--- src/rtl/iodec_pkg.sv ---
package iodec_pkg;
  localparam int IO_AW    = 25;             // I/O port address width
  localparam int PAGE_LSB = 12;             // 4 KB window granularity
  localparam int PAGE_W   = IO_AW - PAGE_LSB;
  localparam int NODE_W   = 3;
  localparam int LINK_W   = 2;
  localparam int REG_W    = 32;
  localparam logic [LINK_W-1:0] LINK_RSVD = 2'b11;
  localparam logic [REG_W-1:0] BASE_MASK  = 32'h01FF_F033;
  localparam logic [REG_W-1:0] LIMIT_MASK = 32'h01FF_F037;

  typedef struct packed {
    logic [PAGE_W-1:0] page;
    logic              bus_filt;
    logic              disp_en;
    logic              wr_ok;
    logic              rd_ok;
  } win_base_t;

  typedef struct packed {
    logic [PAGE_W-1:0] page;
    logic [LINK_W-1:0] link;
    logic [NODE_W-1:0] node;
  } win_limit_t;

  // True when the address lies in the first 64 KB of port space.
  function automatic logic below_64k(input logic [IO_AW-1:0] a);
    return a[IO_AW-1:16] == '0;
  endfunction

  // Low ten bits alias onto one of the legacy display port groups.
  function automatic logic disp_alias(input logic [9:0] off);
    return ((off >= 10'h3B0) && (off <= 10'h3BB)) ||
           ((off >= 10'h3C0) && (off <= 10'h3DF));
  endfunction

  // Offset lies in the upper 768 bytes of its 1 KB block.
  function automatic logic bus_alias(input logic [9:0] off);
    return off[9:8] != 2'b00;
  endfunction

  function automatic logic page_inside(input logic [PAGE_W-1:0] pg,
                                       input logic [PAGE_W-1:0] lo,
                                       input logic [PAGE_W-1:0] hi);
    return (pg >= lo) && (pg <= hi);
  endfunction

  function automatic logic [REG_W-1:0] pack_base(input win_base_t b);
    logic [REG_W-1:0] r;
    r = '0;
    r[0] = b.rd_ok;
    r[1] = b.wr_ok;
    r[4] = b.disp_en;
    r[5] = b.bus_filt;
    r[IO_AW-1:PAGE_LSB] = b.page;
    return r;
  endfunction

  function automatic logic [REG_W-1:0] pack_limit(input win_limit_t l);
    logic [REG_W-1:0] r;
    r = '0;
    r[NODE_W-1:0] = l.node;
    r[5:4] = l.link;
    r[IO_AW-1:PAGE_LSB] = l.page;
    return r;
  endfunction
endpackage

--- src/rtl/iodec_regs.sv ---
module iodec_regs
  import iodec_pkg::*;
#(
  parameter int NPAIR = 4,
  localparam int PW = (NPAIR > 1) ? $clog2(NPAIR) : 1
) (
  input  logic             clk,
  input  logic             rst_n,
  input  logic             wr_en,
  input  logic [PW-1:0]    wr_pair,
  input  logic             wr_limit,
  input  logic [REG_W-1:0] wr_data,
  input  logic [PW-1:0]    rd_pair,
  input  logic             rd_limit,
  output logic [REG_W-1:0] rd_data,
  output win_base_t        base_q  [NPAIR],
  output win_limit_t       limit_q [NPAIR]
);
  logic [LINK_W-1:0] wr_link;
  logic              link_is_rsvd;
  logic              unused_rsvd_bits;

  assign wr_link          = wr_data[5:4];
  assign link_is_rsvd     = (wr_link == LINK_RSVD);
  assign unused_rsvd_bits = ^{wr_data[REG_W-1:IO_AW], wr_data[11:6], wr_data[3]};

  for (genvar p = 0; p < NPAIR; p++) begin : g_pair
    logic sel_base, sel_limit;
    assign sel_base  = wr_en && (wr_pair == PW'(p)) && !wr_limit;
    assign sel_limit = wr_en && (wr_pair == PW'(p)) &&  wr_limit;

    always_ff @(posedge clk or negedge rst_n) begin
      if (!rst_n) begin
        base_q[p]  <= '0;
        limit_q[p] <= '0;
      end else begin
        if (sel_base) begin
          base_q[p].rd_ok    <= wr_data[0];
          base_q[p].wr_ok    <= wr_data[1];
          base_q[p].disp_en  <= wr_data[4];
          base_q[p].bus_filt <= wr_data[5];
          base_q[p].page     <= wr_data[IO_AW-1:PAGE_LSB];
        end
        if (sel_limit) begin
          limit_q[p].node <= wr_data[NODE_W-1:0];
          limit_q[p].page <= wr_data[IO_AW-1:PAGE_LSB];
          if (!link_is_rsvd) limit_q[p].link <= wr_link;
        end
      end
    end

    AST_LINK_HELD: assert property (@(posedge clk) disable iff (!rst_n)
      sel_limit && link_is_rsvd |=> $stable(limit_q[p].link));
    AST_LINK_LEGAL: assert property (@(posedge clk) disable iff (!rst_n)
      limit_q[p].link != LINK_RSVD);
  end

  always_comb begin
    rd_data = '0;
    if (int'(rd_pair) < NPAIR) begin
      rd_data = rd_limit ? pack_limit(limit_q[rd_pair]) : pack_base(base_q[rd_pair]);
    end
  end
endmodule

--- src/rtl/iodec_match.sv ---
module iodec_match
  import iodec_pkg::*;
(
  input  logic             clk,
  input  logic             rst_n,
  input  win_base_t        base,
  input  win_limit_t       limit,
  input  logic [IO_AW-1:0] addr,
  input  logic             is_write,
  output logic             hit,
  output logic             disp_hit,
  output logic             range_hit,
  output logic             filt_block
);
  logic       low;
  logic       type_ok;
  logic [9:0] off;

  assign off        = addr[9:0];
  assign low        = below_64k(addr);
  assign type_ok    = is_write ? base.wr_ok : base.rd_ok;
  assign disp_hit   = base.disp_en && low && disp_alias(off);
  assign range_hit  = page_inside(addr[IO_AW-1:PAGE_LSB], base.page, limit.page);
  assign filt_block = base.bus_filt && low && bus_alias(off);
  assign hit        = type_ok && (disp_hit || (range_hit && !filt_block));

  AST_DISP_LOW: assert property (@(posedge clk) disable iff (!rst_n)
    disp_hit |-> addr < IO_AW'(32'h10000));
  AST_FILT_BLOCKS: assert property (@(posedge clk) disable iff (!rst_n)
    filt_block && !disp_hit |-> !hit);
  AST_DISP_WINS: assert property (@(posedge clk) disable iff (!rst_n)
    disp_hit && type_ok |-> hit);
  AST_TYPE_GATES: assert property (@(posedge clk) disable iff (!rst_n)
    hit |-> (is_write ? base.wr_ok : base.rd_ok));
endmodule

--- src/rtl/iodec_pick.sv ---
module iodec_pick #(
  parameter int NPAIR = 4,
  localparam int PW = (NPAIR > 1) ? $clog2(NPAIR) : 1
) (
  input  logic             clk,
  input  logic             rst_n,
  input  logic [NPAIR-1:0] hit_vec,
  output logic [NPAIR-1:0] win,
  output logic [PW-1:0]    win_idx,
  output logic             any
);
  assign any = |hit_vec;
  assign win = hit_vec & (~hit_vec + NPAIR'(1));

  always_comb begin
    win_idx = '0;
    for (int i = NPAIR - 1; i >= 0; i--) begin
      if (hit_vec[i]) win_idx = PW'(i);
    end
  end

  AST_WIN_ONEHOT: assert property (@(posedge clk) disable iff (!rst_n)
    $onehot0(win));
  AST_WIN_AGREES: assert property (@(posedge clk) disable iff (!rst_n)
    any |-> win[win_idx]);

  for (genvar i = 0; i < NPAIR; i++) begin : g_low
    localparam logic [NPAIR-1:0] BELOW = NPAIR'((1 << i) - 1);
    AST_WIN_LOWEST: assert property (@(posedge clk) disable iff (!rst_n)
      win[i] |-> (hit_vec & BELOW) == '0);
  end
endmodule

--- src/rtl/io_space_decoder.sv ---
module io_space_decoder
  import iodec_pkg::*;
#(
  parameter int NPAIR = 4,
  localparam int PW = (NPAIR > 1) ? $clog2(NPAIR) : 1
) (
  input  logic             clk,
  input  logic             rst_n,
  input  logic             cfg_we,
  input  logic [PW-1:0]    cfg_pair,
  input  logic             cfg_limit,
  input  logic [31:0]      cfg_wdata,
  input  logic [PW-1:0]    cfg_rpair,
  input  logic             cfg_rlimit,
  output logic [31:0]      cfg_rdata,
  input  logic             req_valid,
  input  logic             req_write,
  input  logic [IO_AW-1:0] req_addr,
  output logic             out_hit,
  output logic [NODE_W-1:0] out_node,
  output logic [LINK_W-1:0] out_link,
  output logic [PW-1:0]    out_pair
);
  win_base_t  base_q  [NPAIR];
  win_limit_t limit_q [NPAIR];
  logic [NPAIR-1:0] hit_vec, disp_vec, range_vec, filt_vec, win_vec;
  logic [PW-1:0]    win_idx;
  logic             any_hit;
  logic             take;

  iodec_regs #(.NPAIR(NPAIR)) u_regs (
    .clk(clk), .rst_n(rst_n),
    .wr_en(cfg_we), .wr_pair(cfg_pair), .wr_limit(cfg_limit), .wr_data(cfg_wdata),
    .rd_pair(cfg_rpair), .rd_limit(cfg_rlimit), .rd_data(cfg_rdata),
    .base_q(base_q), .limit_q(limit_q)
  );

  for (genvar p = 0; p < NPAIR; p++) begin : g_match
    iodec_match u_match (
      .clk(clk), .rst_n(rst_n),
      .base(base_q[p]), .limit(limit_q[p]),
      .addr(req_addr), .is_write(req_write),
      .hit(hit_vec[p]), .disp_hit(disp_vec[p]),
      .range_hit(range_vec[p]), .filt_block(filt_vec[p])
    );
  end

  iodec_pick #(.NPAIR(NPAIR)) u_pick (
    .clk(clk), .rst_n(rst_n), .hit_vec(hit_vec),
    .win(win_vec), .win_idx(win_idx), .any(any_hit)
  );

  assign take = req_valid && any_hit;

  always_ff @(posedge clk or negedge rst_n) begin
    if (!rst_n) begin
      out_hit  <= 1'b0;
      out_node <= '0;
      out_link <= '0;
      out_pair <= '0;
    end else begin
      out_hit  <= take;
      out_node <= take ? limit_q[win_idx].node : '0;
      out_link <= take ? limit_q[win_idx].link : '0;
      out_pair <= take ? win_idx : '0;
    end
  end

  AST_MISS_QUIET: assert property (@(posedge clk) disable iff (!rst_n)
    !out_hit |-> (out_node == '0 && out_link == '0 && out_pair == '0));
  AST_IDLE_NO_HIT: assert property (@(posedge clk) disable iff (!rst_n)
    !req_valid |=> !out_hit);
  AST_ONE_CYCLE: assert property (@(posedge clk) disable iff (!rst_n)
    take |=> out_hit);
  AST_OUT_LINK_LEGAL: assert property (@(posedge clk) disable iff (!rst_n)
    out_hit |-> out_link != LINK_RSVD);
endmodule

--- config.mk ---
export PLATFORM = sky130hd
export DESIGN_NAME = io_space_decoder
export DESIGN_NICKNAME = d
export VERILOG_FILES = /design/src/rtl/iodec_pkg.sv /design/src/rtl/iodec_regs.sv /design/src/rtl/iodec_match.sv /design/src/rtl/iodec_pick.sv /design/src/rtl/io_space_decoder.sv
export SDC_FILE = /design/constraint.sdc
export NUM_CORES = 1
export LEC_CHECK = 0
export BUFFER_PORTS_ARGS = -buffer_cell sky130_fd_sc_hd__buf_2
export CAP_MARGIN = 20
export CORE_MARGIN = 3
export CORE_UTILIZATION = 42
export CTS_BUF_LIST = sky130_fd_sc_hd__clkbuf_4 sky130_fd_sc_hd__clkbuf_8 sky130_fd_sc_hd__clkbuf_16
export DETAILED_ROUTE_END_ITERATION = 16
export HOLD_SLACK_MARGIN = 0.06
export PLACE_DENSITY_LB_ADDON = 0.3
export SYNTH_ARGS = -nofsm -noshare
export SYNTH_HDL_FRONTEND = slang
export SYNTH_HIERARCHICAL = 1
export SYNTH_SLANG_ARGS = --single-unit
--- constraint.sdc ---
create_clock -name clk -period 2.65 [get_ports clk]
set_clock_uncertainty 0.1 [all_clocks]
set_input_delay 0.53 -clock clk [delete_from_list [all_inputs] [get_ports clk]]
set_output_delay 0.53 -clock clk [all_outputs]
set_load 0.005 [all_outputs]
* Yosys cells after proc, flatten, opt, wreduce, memory -nomap -nowiden
Index checks and enable logic that the tools add are counted.
** Storage, ports and cells
- Bits in registers :: 148
- Bits in latches :: 0
- RAM bits :: 0
- Memory bits (read-only) :: 0
- Output and inout bits :: 40
- Word-level logic and storage cells :: 139
- Memories :: 0
** Operators by class
- Add/subtract/negate cells :: 0
- Multiply operators :: 0
- Divide/modulo/power cells :: 0
- Magnitude comparators :: 14
- Equal/unequal tests :: 4
- Shift operators :: 0
- Mux-type cells :: 21
- Bitwise gates (word level) :: 3
- Reductions and logical operators :: 61
** Operator list (count)
- binary-select mux 18 bit (select 2 bit) :: 2
- >= comparator 13 bit :: 4
- less-or-equal comparator 13 bit :: 4
- logical AND 1 bit :: 43
- 2-to-1 mux 18 bit :: 2
- binary-select mux 17 bit (select 2 bit) :: 1
- 2-to-1 mux 17 bit :: 2
- 2-to-1 mux 25 bit :: 1
- >= comparator 10 bit (second input constant) :: 2
- less-or-equal comparator 10 bit (second input constant) :: 2
- 2-to-1 mux 2 bit :: 6
- 2-to-1 mux 5 bit :: 2
- zero test 9 bit :: 1
- AND reduction 2 bit :: 4
- equality test 2 bit (second input constant) :: 3
- >= comparator 3 bit (second input constant) :: 2
- NOT 2 -> 3 bit :: 2
- zero test 1 bit :: 5
- logical OR 1 bit :: 5
- 2-to-1 mux 1 bit :: 4
- OR reduction 4 bit :: 1
- 2-to-1 mux 3 bit :: 1
- equality test 2 x 1 -> 1 bit (second input constant) :: 1
- zero test 2 bit :: 1
- other kinds (2) :: 2

* Depth between registers and ports, before layout
Gate-level depths: netlist of the first run.
- Depth after elaboration :: 16
- Depth in mapped cells :: 13
- Gate-level depth less buffers :: 12

* Cells and area by module
Netlist of the first run, hierarchy kept.
** By module, submodules not included
- iodec_regs :: instances 1, cells an instance 392, area an instance 6429.9 um^2, sequential area each 3503.4 um^2
- iodec_match :: instances 4, cells an instance 107, area an instance 767.0 um^2, sequential area each 0.0 um^2
- io_space_decoder :: instances 1, cells an instance 29, area an instance 372.9 um^2, sequential area each 200.2 um^2
- iodec_pick :: instances 1, cells an instance 10, area an instance 58.8 um^2, sequential area each 0.0 um^2

* Least setup slack after synthesis of the first run
OpenSTA, ideal clock, no wires.
- Kind :: in2reg
- Start :: input port req_addr[12]
- End :: register out_link[1]
- Library setup time :: 0.129 ns
- Data arrival time :: 2.513 ns
- Data required time :: 2.421 ns
- Slack :: -0.092 ns
- Cell stages on the path :: 13
- Path buffers :: 1
- Cell sequence :: inv_1 -> ha_1 -> nor2b_4 -> o21ai_2 -> a31oi_1 -> o41ai_2 -> o211ai_1 -> o2bb2ai_1 -> nor2_1 -> nor3_1 -> buf_6 -> mux2i_1 -> o22ai_1
** RTL lines
- start: declaration :: RTL line io_space_decoder.sv:18 : input logic [IO_AW-1:0] req_addr,
- >= comparator 13 bit / less-or-equal comparator 13 bit (equally long branches) :: RTL line iodec_pkg.sv:45 : return (pg >= lo) && (pg <= hi);
- logical AND 1 bit (*) :: RTL line iodec_pkg.sv:45
- logical AND 1 bit (*) :: RTL line iodec_match.sv:25 : assign hit = type_ok && (disp_hit || (range_hit && !filt_block));
- logical OR 1 bit (*) :: RTL line iodec_match.sv:25
- logical AND 1 bit (*) :: RTL line iodec_match.sv:25
- named net hit_vec[2] :: RTL line io_space_decoder.sv:26 : logic [NPAIR-1:0] hit_vec, disp_vec, range_vec, filt_vec, win_vec;
- 2-to-1 mux 2 bit (*) (3 in a row) :: RTL line iodec_pick.sv:18 : if (hit_vec[i]) win_idx = PW'(i);
- named net win_idx[1] :: RTL line io_space_decoder.sv:27 : logic [PW-1:0] win_idx;
- NOT 2 -> 3 bit (not written as such) (*) :: RTL line io_space_decoder.sv:64 : out_link <= take ? limit_q[win_idx].link : '0;
- binary-select mux 18 bit (select 2 bit) (*) :: RTL line io_space_decoder.sv:64
- 2-to-1 mux 5 bit (not written as such) (*) (2 in a row) :: RTL line io_space_decoder.sv:64
- 2-to-1 mux 2 bit (*) :: RTL line io_space_decoder.sv:64
- end signal: assignment :: RTL line io_space_decoder.sv:64
- end: declaration :: RTL line io_space_decoder.sv:21 : output logic [LINK_W-1:0] out_link,
The timed path passes the listed nets; every way through them passes the cells marked *. The select of a mux whose other input is x is not followed.
A chain may end at the register's enable or synchronous reset.

* Worst setup path in the final report of the first run
- Start :: input port req_addr[20]
- End :: register out_pair[1]
** RTL lines
- branches (longest 5 deep; another with >= comparator 13 bit)
- logical OR 1 bit (*) :: RTL line iodec_match.sv:25
- logical AND 1 bit (*) :: RTL line iodec_match.sv:25
- named net hit_vec[0] :: RTL line io_space_decoder.sv:26
- OR reduction 4 bit (*) :: RTL line iodec_pick.sv:12 : assign any = |hit_vec;
- named net any_hit :: RTL line io_space_decoder.sv:28 : logic any_hit;
- logical AND 1 bit (*) :: RTL line io_space_decoder.sv:53 : assign take = req_valid && any_hit;
- 2-to-1 mux 2 bit (*) :: RTL line io_space_decoder.sv:65 : out_pair <= take ? win_idx : '0;
- end signal: assignment :: RTL line io_space_decoder.sv:65
- end: declaration :: RTL line io_space_decoder.sv:22 : output logic [PW-1:0] out_pair
Mark *: on every way through the listed nets, which the timed path passes.

==> results of run 1 <==
==> worst max-delay path: cells and delay by family <==
kind,cells,cell delay [ns]
compound gates,3,0.38
fa+ha+maj,1,0.26
buf+inv,5,0.74
simple gates,5,1.21
==> metrics by stage <==
stage / worst slack [ns] / power [uW] / hold WS (ns) / utilization [%] / cells
global placement: -0.986 / 6110 / 0.397 / 50.3 / 1333
floorplan: 0.0286 / 4900 / 0.134 / - / 860
finish: -0.290 / 8680 / 0.282 / 54.3 / 1380
detailed placement: -1.03 / 6170 / 0.399 / 50.3 / 1333
global route: -0.377 / 9230 / 0.280 / 54.3 / 1380
CTS: -0.259 / 8610 / 0.276 / 53.5 / 1374
==> report_power, final <==
| part | leakage, uW | internal, uW | switching, uW |
|---|---|---|---|
| combinational | 0.00387 | 1790 | 1490 |
| clock | 0.000277 | 1250 | 1040 |
| sequential | 0.00179 | 2760 | 342 |
==> sequential cells by signal, summed over array words and instances (netlist names) <==
name and flops:
out_node 3, out_hit 1, u_regs/base_q 68, out_pair 2
out_link 2, u_regs/limit_q 72
==> area by class of cell <==
type	count	share of cell area [%]
clock buffers	18	3.54
repair buffers	218	12.5
clock inverters	14	0.979
inverters	110	3.33
flip-flops and latches	148	29.9
multi-input cells	559	46.6
well taps	313	3.16
==> per-layer routing <==
| layer | track usage (%) | vias to the layer above |
|---|---|---|
| met5 | 0 | - |
| met4 | 5.65 | 0 |
| met3 | 3.46 | 37 |
| met2 | 34.9 | 135 |
| met1 | 27.5 | 3636 |
| li1 | - | 3466 |
==> worst min-delay path by stage <==
| stage | to | slack [ns] | start | depth (start not counted) |
|---|---|---|---|---|
| after detailed placement | u_regs/limit_q[58] | 0.40 | u_regs/limit_q[58] | 1 |
| after global routing | u_regs/limit_q[38] | 0.28 | cfg_wdata[2] | 2 |
| after global placement | u_regs/limit_q[58] | 0.40 | u_regs/limit_q[58] | 1 |
| final | u_regs/limit_q[2] | 0.28 | cfg_wdata[2] | 2 |
| after CTS | u_regs/limit_q[56] | 0.28 | cfg_wdata[2] | 2 |
| after floorplan | out_hit | 0.13 | rst_n | 0 |
==> what timing repair did <==
action	4_1_cts	5_1_grt
setup endpoints to repair	8	8
hold endpoints to repair	53	0
pin swaps	8	14
setup buffers	8	6
gates resized for setup	21	19
hold buffers	1	0
==> metrics.txt, run 1 <==
Gate Count Post-Synth=847; TritonCTS sink count=148; CP Max Fanout=7; status=complete, but fails checks; clock latency on the worst-skew pair=0.42 ns; routed wl met3=912 um; filler instances=1987; Post-DRT Antenna Nets=0; Worst Path Arrival=3.14 ns; cell area after synthesis=0.00986 mm^2; Ys Warns=6; most frequent cells in the layout=151 x mux2_2, 148 x dfrtp_1, 133 x buf_4, 106 x inv_1, 95 x ha_1; CP Capture Type=flip-flop; routed len/inst=18.9 um; metal2 WL=12.9 mm; P_leak=0.00593 uW; Die Y-Extent=159 um; Finished Cell Area=0.0124 mm^2; RSZ-0062 raised after global routing=true; die width=159 um; Die ar.=0.0253 mm^2; GPL Wtd Cong=0.860; kind of critical path=in -> reg; highest metal used=met4; Ports=108; gr ovfl total=0; Setup crit start=req_addr[20]; Starting Density=43.1%; Critical Path End=out_pair[1]; Clock Tree Buf Depth=2; Slowest cell on crit path=or4_4; period utilization=111%; Vias=7274; failing checks=negative setup slack; total power density per cell area=700 mW/mm^2; r2r worst-path depth=13; Multi-input gate area=0.00578 mm^2; largest net degree at the start of global routing=58; vias in the first global route=7433; Worst path max stage delay=0.55 ns; Reg area=0.00370 mm^2; Routed WL=26.1 mm; vias per cell=5.27; M1 wire length=11.8 mm; commonest non-fill, non-tap cell in the layout=mux2_2; Clk pin slew, worst setup/hold paths=0.07 ns; Setup TNS=-1.88 ns; initial antenna violation count=0; CP cell instances=buf_2 -> buf_6 -> ha_4 -> nand4_1 -> nor2_1 -> a211oi_2 -> o211a_1 -> nor2_2 -> o2bb2ai_2 -> buf_4 -> or4_4 -> buf_4 -> buf_6 -> and3_2; worst-case vdd ir drop=0.000413 V; slew at the pin closest to its max-slew limit=0.934 ns; Net count, final=1226; DP Area=0.0115 mm^2; CTS root buf=clkbuf_16; core area=0.0228 mm^2; Crit Reg-Reg Endpoint=out_pair[1]; Worst setup SP type=input port; CTS buffer count=17; Iter 0 DRT Violations=390; endpoints failing hold=0; worst min-delay path class=in -> reg; Final Max Slew Viols=0; # port buffers=75; Area Overhead vs Synth=25.8%; drc violations=0; Slew Limit Headroom=37.5%; max frequency=340 MHz; CTS tree=done; average size of a mapped cell=11.6 um^2; endpoints failing setup=8; Rows=55; Max-Cap Viols=0; GRT Overall Usage=20.6%; FF-to-FF Start=u_regs/limit_q[66]; global-route wire length before repair=41.1 mm; Critical Path RT=2.85 ns; post-detail-place hpwl=19.1 mm; TritonRoute pass-1 iters=5; worst setup margin=-0.290 ns; number of H-tree levels=4; post-route minimum period=2.94 ns; # diodes=0; ratio of cells with drive above 1 in the final layout=47.1%; R2R Setup Slk=-0.29 ns
Note: power is estimated with default switching activity, not from simulation.
==> run 2: changes to the inputs <==
BUFFER_PORTS_ARGS = unset   (was -buffer_cell sky130_fd_sc_hd__buf_2)
DONT_BUFFER_PORTS = 1   (was unset)
==> run 2 against run 1 <==
Effect of this change: the run ends with negative hold slack, negative setup slack left; final area is 5.8% lower; worst setup slack better by 0.041 ns; worst hold slack worse by 0.59 ns; register-to-register slack better by 0.04 ns; non-clock buffer count is 114 lower; count of clock-buffer cells in the layout is 1 higher; largest cell class unchanged; largest power group is now registers.
==> metrics.txt, run 2 (synthesis results as in run 1) <==
post-route minimum period=2.90 ns (-0.0415 ns); slew at the pin closest to its max-slew limit=0.965 ns (+0.0316 ns); initial antenna violation count=0 (unchanged); CP Max Fanout=4 (-3); Starting Density=43.1% (unchanged); CP Buf/Inv Count=3 (-2); Iter 0 DRT Violations=327 (-16%); Worst path top cell family by delay=simple AND/OR/NAND/NOR gates; CTS buffer count=17 (unchanged); R2R Setup Slk=-0.25 ns (+0.04 ns); sequential power share=36.2% (+0.5 points); GPL Wtd Cong=0.831 (-3.3%); Worst path max stage delay=0.45 ns (-0.10 ns); number of H-tree levels=4 (unchanged); Routed WL=26.0 mm (-0.70%); Vias=6905 (-5.1%); TritonRoute pass-1 iters=5 (unchanged); # port buffers=0 (-100%); sw power=2680 uW (-6.5%); die width=159 um (unchanged); status=complete, but fails checks; Worst setup SP type=flip-flop; post-detail-place hpwl=18.0 mm (-5.7%); endpoints failing setup=8 (unchanged); vias per cell=5.45 (+3.5%); Slowest cell on crit path=or4_4; gr busiest metal=met2; hold slack=-0.304 ns (-0.586 ns); clock network fraction of design power=29.6% (+3.1 points); P_leak=0.00543 uW (-8.5%); global-route wire length before repair=41.4 mm (+0.81%); worst setup margin=-0.248 ns (+0.0415 ns); GR Util met2=36.2% (+1.3 points); RSZ-0062 raised after global routing=true; CTS root buf=clkbuf_16; grt met1 use=27.0% (-0.46 points); most frequent cells in the layout=151 x mux2_2, 148 x dfrtp_1, 109 x inv_1, 99 x buf_4, 98 x ha_1; Die Y-Extent=159 um (unchanged); r2r worst-path depth=13 (unchanged); internal power=5910 uW (+1.8%); Clk pin slew, worst setup/hold paths=0.07 ns (about the same); CP Capture Type=flip-flop; met3 global-route usage=3.85% (+0.39 points); Max-Cap Viols=0 (unchanged); endpoints failing hold=148 (+148); Top Registers=u_regs/limit_q: 72 flops, u_regs/base_q: 68 flops, out_node: 3 flops; TritonCTS sink count=148 (unchanged); total power density per cell area=735 mW/mm^2 (+5.1%); period utilization=109% (-1.6 points); worst min-delay path class=in -> async; Die ar.=0.0253 mm^2 (unchanged); largest net degree at the start of global routing=149 (+160%); Worst Path Arrival=3.12 ns (-0.02 ns); Final Max Slew Viols=0 (unchanged); worst-case vdd ir drop=0.000433 V (+4.9%); core area=0.0228 mm^2 (unchanged); drc violations=0 (unchanged); Crit Reg-Reg Endpoint=out_link[0]; Net count, final=1112 (-9.3%); Ports=108 (unchanged); ratio of cells with drive above 1 in the final layout=40.8% (-6.3 points); gr ovfl total=0 (unchanged); CTS tree=done; Clock Tree Buf Depth=2 (unchanged); Top reg by flops=u_regs/limit_q; GRT Overall Usage=21.0% (+0.39 points); CP cell instances=inv_1 -> ha_4 -> nand4_1 -> nor3_2 -> buf_4 -> o21ai_2 -> o211a_1 -> nor2_2 -> o2bb2ai_2 -> or4_4 -> nand3b_1 -> buf_6 -> o22ai_1; max FFs per register=72 (unchanged); clock latency on the worst-skew pair=0.43 ns (about the same); failing checks=negative hold slack, negative setup slack; kind of critical path=reg -> reg; routed len/inst=20.5 um (+8.2%); FF-to-FF Start=u_regs/limit_q[17]; Area Overhead vs Synth=18.6%; Logic pwr share=34.3% (-3.5 points); Slew Limit Headroom=35.4% (-2.1 points); Post-DRT Antenna Nets=0 (unchanged); switch share=31.2% (-1.9 points); max frequency=345 MHz (+1.4%); Power, Total=8600 uW (-0.98%); commonest non-fill, non-tap cell in the layout=mux2_2; vias in the first global route=7167 (-3.6%); Critical Path RT=2.87 ns (+0.02 ns); Rows=55 (unchanged); # diodes=0 (unchanged)
[run 2: cell count changes in the layout (fill, tap and decap cells not counted), sizes merged]
| cell | delta |
|---|---|
| clkinv | -4 |
| bufinv | +2 |
| inv | +2 |
| buf | -113 |
| clkinvlp | -1 |
| dlygate4sd3 | -1 |
| clkbuf | +1 |
[run 2: stage by stage]
stage               worst slack (ns)  instance area (um^2)  std cells  utilization (%)  TNS [ns]
floorplan                     0.0286                  9910        860                -         0
global placement              -0.549                 10800       1227             47.3     -4.09
detailed placement            -0.562                 10800       1227             47.3     -4.12
CTS                           -0.212                 11600       1265             50.9     -1.39
global route                  -0.344                 11700       1266             51.2     -2.14
finish                        -0.248                 11700       1266             51.2     -1.59
[run 2: worst max-delay path by stage]
stage,startpoint,end,slack [ns],cells after the start
global placement,req_addr[24],out_node[2],-0.55,11
global route,u_regs/limit_q[64],out_node[0],-0.34,13
CTS,u_regs/limit_q[16],out_node[1],-0.21,13
detailed placement,req_addr[24],out_link[1],-0.56,11
finish,u_regs/limit_q[17],out_link[0],-0.25,13
floorplan,req_addr[12],out_link[1],0.03,13
[run 2: power groups by stage]
stage / Combinational [uW] / Sequential, uW / Clock [uW]
after CTS: 2930 / 3110 / 2570
final: 2950 / 3110 / 2540
after floorplan: 1860 / 3040 / 0
after global routing: 3260 / 3180 / 2670
after global placement: 2670 / 3130 / 0
after detailed placement: 2730 / 3140 / 0
[run 2: metal layers]
layer	share of wire, %	vias up	wire length [um]
met2	49	134	12800
met3	4.4	30	1150
met1	44	3500	11500
met4	2.0	0	513
met5	0	-	0
li1	-	3241	-
[run 2: layout make-up]
cell class | instances | area (um^2)
fillers | 2056 | 11200
multi-input cells | 559 | 5770
flip-flops and latches | 148 | 3700
repair buffers | 104 | 800
clock buffers | 19 | 453
inverters | 110 | 413
well taps | 313 | 392
clock inverters | 13 | 161
[run 2: worst reg2reg max path: cells and delay by family (launching register included)]
| family | cells | cell delay, ns |
|---|---|---|
| buf+inv | 3 | 0.39 |
| flops | 1 | 0.35 |
| simple gates | 5 | 1.30 |
| fa+ha+maj | 1 | 0.27 |
| compound gates | 4 | 0.39 |
[run 2: what timing repair did]
action	4_1_cts	5_1_grt
resized for setup	25	18
pin swaps	7	17
setup endpoints to repair	8	8
endpoints found under the hold margin	148	148
cloned	1	0
setup buffers	5	3
